### config.mk
export PLATFORM = sky130hd
export DESIGN_NAME = uart_irq_ident
export DESIGN_NICKNAME = d
export VERILOG_FILES = /design/src/rtl/uart_irq_pkg.sv /design/src/rtl/uart_irq_flag.sv /design/src/rtl/uart_irq_prio.sv /design/src/rtl/uart_irq_ident.sv
export SDC_FILE = /design/constraint.sdc
export NUM_CORES = 1
export LEC_CHECK = 0
export BUFFER_PORTS_ARGS = -buffer_cell sky130_fd_sc_hd__buf_2
export CORE_ASPECT_RATIO = 0.8
export CORE_MARGIN = 5
export CORE_UTILIZATION = 35
export DETAILED_ROUTE_END_ITERATION = 8
export MAX_ROUTING_LAYER = met4
export PLACE_DENSITY = 0.75
export RECOVER_POWER = 50
export SLEW_MARGIN = 30
export SYNTH_ARGS = -nofsm -noshare
export SYNTH_HDL_FRONTEND = slang
export SYNTH_SLANG_ARGS = --single-unit
### constraint.sdc
create_clock -name clk -period 5.6 [get_ports clk]
set_clock_uncertainty 0.05 [all_clocks]
set_input_delay 1.12 -clock clk [delete_from_list [all_inputs] [get_ports clk]]
set_output_delay 1.12 -clock clk [all_outputs]
set_load 0.005 [all_outputs]
### src/rtl/uart_irq_pkg.sv
package uart_irq_pkg;

   localparam int SRC_N  = 5;
   // source index doubles as priority rank (0 = most urgent)
   localparam int S_LINE = 0;
   localparam int S_TMO  = 1;
   localparam int S_RXD  = 2;
   localparam int S_TXE  = 3;
   localparam int S_MDM  = 4;

   typedef enum logic [2:0] {
      ID_MODEM = 3'b000,
      ID_TXE   = 3'b001,
      ID_RXD   = 3'b010,
      ID_LINE  = 3'b011,
      ID_TMO   = 3'b110
   } irq_id_e;

   function automatic irq_id_e id_of(input int idx);
      case (idx)
         S_LINE:  return ID_LINE;
         S_TMO:   return ID_TMO;
         S_RXD:   return ID_RXD;
         S_TXE:   return ID_TXE;
         default: return ID_MODEM;
      endcase
   endfunction

endpackage

### src/rtl/uart_irq_flag.sv
// Sticky source latch; SET_WINS chooses which strobe dominates a collision.
module uart_irq_flag #(
   parameter bit SET_WINS = 1'b1
) (
   input  logic clk,
   input  logic rst_n,
   input  logic set_i,
   input  logic clr_i,
   output logic flag_o
);

   generate
      if (SET_WINS) begin : g_set_first
         always_ff @(posedge clk or negedge rst_n) begin
            if (!rst_n)     flag_o <= 1'b0;
            else if (set_i) flag_o <= 1'b1;
            else if (clr_i) flag_o <= 1'b0;
         end
      end else begin : g_clr_first
         always_ff @(posedge clk or negedge rst_n) begin
            if (!rst_n)     flag_o <= 1'b0;
            else if (clr_i) flag_o <= 1'b0;
            else if (set_i) flag_o <= 1'b1;
         end
      end
   endgenerate

endmodule

### src/rtl/uart_irq_prio.sv
// Fixed-priority grant: lowest index wins.
module uart_irq_prio #(
   parameter int N = 5
) (
   input  logic [N-1:0] req_i,
   output logic [N-1:0] gnt_o,
   output logic         any_o
);

   generate
      if (N < 2) begin : g_bad_n
         $error("uart_irq_prio: N must be at least 2");
      end
   endgenerate

   always_comb begin
      logic taken;
      taken = 1'b0;
      gnt_o = '0;
      for (int i = 0; i < N; i++) begin
         if (req_i[i] && !taken) begin
            gnt_o[i] = 1'b1;
            taken    = 1'b1;
         end
      end
      any_o = taken;
   end

endmodule

### src/rtl/uart_irq_ident.sv
module uart_irq_ident
   import uart_irq_pkg::*;
#(
   parameter int LVL_W = 5
) (
   input  logic             clk,
   input  logic             rst_n,
   input  logic [7:0]       wdata,
   input  logic             ier_wr,
   input  logic             thr_wr,
   input  logic             iir_rd,
   input  logic             lsr_rd,
   input  logic             rbr_rd,
   input  logic             msr_rd,
   input  logic             fifo_en,
   input  logic [LVL_W-1:0] fifo_level,
   input  logic [LVL_W-1:0] trig_level,
   input  logic             line_evt,
   input  logic             rx_char,
   input  logic             rx_tmo,
   input  logic             thr_empty,
   input  logic             modem_evt,
   output logic [7:0]       ier_q,
   output logic [7:0]       iir_q,
   output logic             irq
);

   localparam int EN_W = 4;
   localparam int EN_RXD = 0;
   localparam int EN_TXE = 1;
   localparam int EN_LINE = 2;
   localparam int EN_MDM = 3;
   // transmit empty is the only source whose clear beats its set
   localparam logic [SRC_N-1:0] SET_WINS_MASK = ~(SRC_N'(1) << S_TXE);

   generate
      if (LVL_W < 1 || LVL_W > 16) begin : g_bad_lvl
         $error("uart_irq_ident: LVL_W out of range 1..16");
      end
   endgenerate

   logic [EN_W-1:0]  en_q;
   logic             thr_empty_d;
   logic [SRC_N-1:0] set_v, clr_v, flag_v, req_v, gnt_v;
   logic             any_pend;
   irq_id_e          code;

   // enable register
   always_ff @(posedge clk or negedge rst_n) begin
      if (!rst_n)      en_q <= '0;
      else if (ier_wr) en_q <= wdata[EN_W-1:0];
   end
   assign ier_q = {{(8-EN_W){1'b0}}, en_q};

   // holder-empty edge detector (starts low so an empty holder arms at reset exit)
   always_ff @(posedge clk or negedge rst_n) begin
      if (!rst_n) thr_empty_d <= 1'b0;
      else        thr_empty_d <= thr_empty;
   end

   // per-source set and clear rules
   always_comb begin
      set_v = '0;
      clr_v = '0;
      set_v[S_LINE] = line_evt;
      clr_v[S_LINE] = lsr_rd;
      set_v[S_TMO]  = rx_tmo & fifo_en;
      clr_v[S_TMO]  = rbr_rd;
      set_v[S_RXD]  = rx_char;
      clr_v[S_RXD]  = rbr_rd;
      set_v[S_TXE]  = thr_empty & ~thr_empty_d;
      clr_v[S_TXE]  = thr_wr | (iir_rd & gnt_v[S_TXE]);
      set_v[S_MDM]  = modem_evt;
      clr_v[S_MDM]  = msr_rd;
   end

   genvar gi;
   generate
      for (gi = 0; gi < SRC_N; gi++) begin : g_src
         uart_irq_flag #(.SET_WINS(SET_WINS_MASK[gi])) u_flag (
            .clk    (clk),
            .rst_n  (rst_n),
            .set_i  (set_v[gi]),
            .clr_i  (clr_v[gi]),
            .flag_o (flag_v[gi])
         );
      end
   endgenerate

   // qualified requests
   always_comb begin
      req_v         = '0;
      req_v[S_LINE] = flag_v[S_LINE] & en_q[EN_LINE];
      req_v[S_TMO]  = flag_v[S_TMO] & fifo_en & en_q[EN_RXD];
      req_v[S_RXD]  = en_q[EN_RXD] &
                      (fifo_en ? (fifo_level >= trig_level) : flag_v[S_RXD]);
      req_v[S_TXE]  = flag_v[S_TXE] & en_q[EN_TXE];
      req_v[S_MDM]  = flag_v[S_MDM] & en_q[EN_MDM];
   end

   uart_irq_prio #(.N(SRC_N)) u_prio (
      .req_i (req_v),
      .gnt_o (gnt_v),
      .any_o (any_pend)
   );

   always_comb begin
      code = ID_MODEM;
      for (int i = 0; i < SRC_N; i++) begin
         if (gnt_v[i]) code = id_of(i);
      end
   end

   assign iir_q = {fifo_en, 3'b000, code, ~any_pend};
   assign irq   = any_pend;

   // assertions
   a_r3_single_grant: assert property (@(posedge clk) disable iff (!rst_n)
      $onehot0(gnt_v));

   a_r5_line_reported: assert property (@(posedge clk) disable iff (!rst_n)
      (line_evt && en_q[EN_LINE] && !ier_wr) |=> (iir_q[3:0] == 4'b0110));

   a_r5_line_read_clears: assert property (@(posedge clk) disable iff (!rst_n)
      (lsr_rd && !line_evt) |=> !flag_v[S_LINE]);

   a_r8_iid2_off: assert property (@(posedge clk) disable iff (!rst_n)
      !fifo_en |-> !iir_q[3]);

   a_r9_write_clears: assert property (@(posedge clk) disable iff (!rst_n)
      thr_wr |=> !flag_v[S_TXE]);

   a_r10_modem_clear: assert property (@(posedge clk) disable iff (!rst_n)
      (msr_rd && !modem_evt) |=> !flag_v[S_MDM]);

   a_r4_irq_vs_pending: assert property (@(posedge clk) disable iff (!rst_n)
      irq |-> !iir_q[0]);

endmodule

==> results.tsv <==
metric	value	unit
TritonRoute pass-1 iters	2	
CTS resizes	0	
largest net degree at the start of global routing	11	
Setup TNS	0	ps
root buf cell	clkbuf_4	
power share of the combinational group	26.5	%
Worst-Skew Late Latency	250	ps
synth warn	0	
number of I/O pins	49	
Clk pwr share	26.2	%
Sw Ratio	28.0	%
Port Buffers	37	
Synth top cells by count	10 x dfrtp_1, 9 x inv_1, 8 x buf_4, 5 x ha_1	
RSZ-0062 raised after global routing	no	
Synth Area in Simple Gates	5.05	%
Worst-path clk slew	60	ps
antenna violations before repair	0	
cell-internal power	128	uW
Finished Cell Area	838	um2
global-route wire length before repair	2480	um
LEAKAGE	0.457	nW
initial detailed-routing violation count	1	
Initial Utilization	38.1	%
xor and xnor area share after synthesis	0	%
Area Overhead vs Synth	30.1	%
Worst EP required	4430	ps
post-synthesis cell type count	23	
synthesized area per cell	10.6	um2
die width	58.0	um
Placed Area	820	um2
Vias	545	
clk sink count	10	
number of fill cells	164	
Gate Count Post-Synth	61	
Slew Limit Fails	0	
via-per-instance ratio	4.50	
vias in the first global route	616	
HPWL after DPL	1310	um
crit path time final	3680	ps
final WL	1480	um
Adder-Cell Fraction of Synth Area	9.71	%
setup repair bufs after CTS	0	
Flop pwr share	47.4	%
final hold slack	442	ps
CTS tree	built	
# rows	13	
top cell type by total area after synthesis	dfrtp_1	
Global Route Usage Sum	11.5	%
post-synthesis sequential area ratio	38.8	%
global route total overflow	0	
ANT cells	0	
P per Cell Area	212	nW/um2
Worst R2R Start	g_src[1].u_flag.flag_o	
DRC	0	
Max-Cap Viols	0	
Final Hold Viols	0	
clock buffer depth	2	
largest family of logic cells by synthesized area	compound AO/OA/AOI/OAI gates	
Hold Buf Count CTS	0	
relative slew slack	66.2	%
max frequency	0.272	GHz
Post-Syn Area	644	um2
most used flip-flop cell after synthesis	dfrtp_1	
core area	1690	um2
Die Ht	48.4	um
Final GP Congestion	0.720	
final worst path period share	65.7	%
peak supply drop	0.125	mV
CP endpoint kind	primary output	
final setup fails	0	
layout cells sized above 1	46.5	%
ys async rst share	100	%
WL/cell	12.2	um
hold path startpoint	g_src[0].u_flag.flag_o	
Hold Crit Class	flop to flop	
die footprint	2800	um2
TritonCTS Buffers	3	
Yosys reg bits	10	
ANT nets after route	0	
crit-path max FO	4	
Synth Area in Compound Gates	23.7	%
Sw Pwr	49.6	uW
Synth top area share	38.8	%
crit path from	fifo_level[2]	
nets@finish	138	
post-synthesis mux area share	6.99	%
Setup Crit Path Kind	input port to primary output	
startpoint types	input port	
status	finished clean	
Post-synth EDFFs	0	
H-tree Lvls	1	
synth top area cells	dfrtp_1 39%, ha_1 9.7%, buf_4 9.3%, mux2_2 7.0%, inv_1 5.2%	
most common cell in the netlist	dfrtp_1	
Slew @ Worst Pin	507	ps
Worst Path Arrival	2510	ps
-- through the flow --
step                      utilization, %  setup slack, ps  std cells  total power [mW]
after global routing                49.6             1840        121             0.190
after detailed placement            48.4             1910        118             0.133
after floorplan                        -             2200         67             0.113
after CTS                           49.8             1910        121             0.180
final                               49.6             1920        121             0.178
after global placement              48.4             1940        118             0.131
-- worst paths after layout --
kind | end | slack, ps | depth (start not counted)
worst min register to register | g_src[0].u_flag.flag_o | 440 | 1
min in group asynchronous | en_q[2] | 750 | 1
worst min-delay path | g_src[0].u_flag.flag_o | 440 | 1
max in group asynchronous | thr_empty_d | 4410 | 1
worst max register to register | g_src[3].u_flag.flag_o | 4150 | 3
worst max-delay path | irq | 1920 | 7
-- flip-flops by register name, indices dropped and copies added (netlist names) --
signal,cells
g_src.u_flag.flag_o,5
thr_empty_d,1
en_q,4
-- routing by layer --
| layer | up-vias | part of all wire, % | track usage [%] |
|---|---|---|---|
| met4 | 0 | 0.27 | 5.79 |
| met3 | 2 | 8.4 | 2.38 |
| met2 | 24 | 50 | 19.9 |
| met5 | - | 0 | - |
| met1 | 243 | 41 | 12.2 |
| li1 | 276 | - | - |
-- area by class of cell --
class	count	area, um2	share of cell area [%]
Multi-Input combinational cell	39	319	38.1
Sequential cell	10	250	29.9
Timing Repair Buffer	37	181	21.6
Inverter	10	37.5	4.48
Tap cell	22	27.5	3.28
Clock buffer	3	22.5	2.69
-- critical path: stages --
cell      delay, ps
buf_2           100
ha_1            320
a21o_1          200
a31oi_2         190
o221ai_2        180
a221o_1         280
buf_2           130
-- cell families (layout without fill, tap and decap cells) --
group | count (synthesis) | count (layout)
buffers and inverters | 18 | 50
AOI/OAI and AO/OA | 16 | 16
DFF | 10 | 10
and+or+nand+nor | 7 | 7
adders and majority gates | 5 | 5
muxes | 4 | 4
other | 1 | 7
-- power groups by stage --
stage / Combinational (mW) / Clock, mW / Sequential [mW]
floorplan: 0.0288 / 0 / 0.0843
global placement: 0.0460 / 0 / 0.0849
detailed placement: 0.0480 / 0 / 0.0853
CTS: 0.0481 / 0.0483 / 0.0840
global route: 0.0531 / 0.0520 / 0.0848
finish: 0.0470 / 0.0465 / 0.0841
-- layout by cell type, fill, tap and decap left out --
cell type	netlist	final
conb_1	1	7
clkbuf_1	0	3
o22ai_1	1	1
a21oi_1	1	1
a221o_1	1	1
dfrtp_1	10	10
a21o_1	4	4
inv_2	1	1
mux2_2	4	4
clkbuf_4	0	3
a22o_2	1	1
inv_1	9	9
a31oi_2	1	1
nor2_1	1	1
nand3_1	1	1
a221oi_1	1	1
ha_1	5	5
buf_2	0	34
o221ai_2	1	1
a2111oi_4	1	1
nand2_1	3	3
o21ai_0	2	2
nand2b_1	2	2
o31a_1	1	1
o2111ai_1	1	1
No activity file was read; power rests on OpenSTA's default activity.
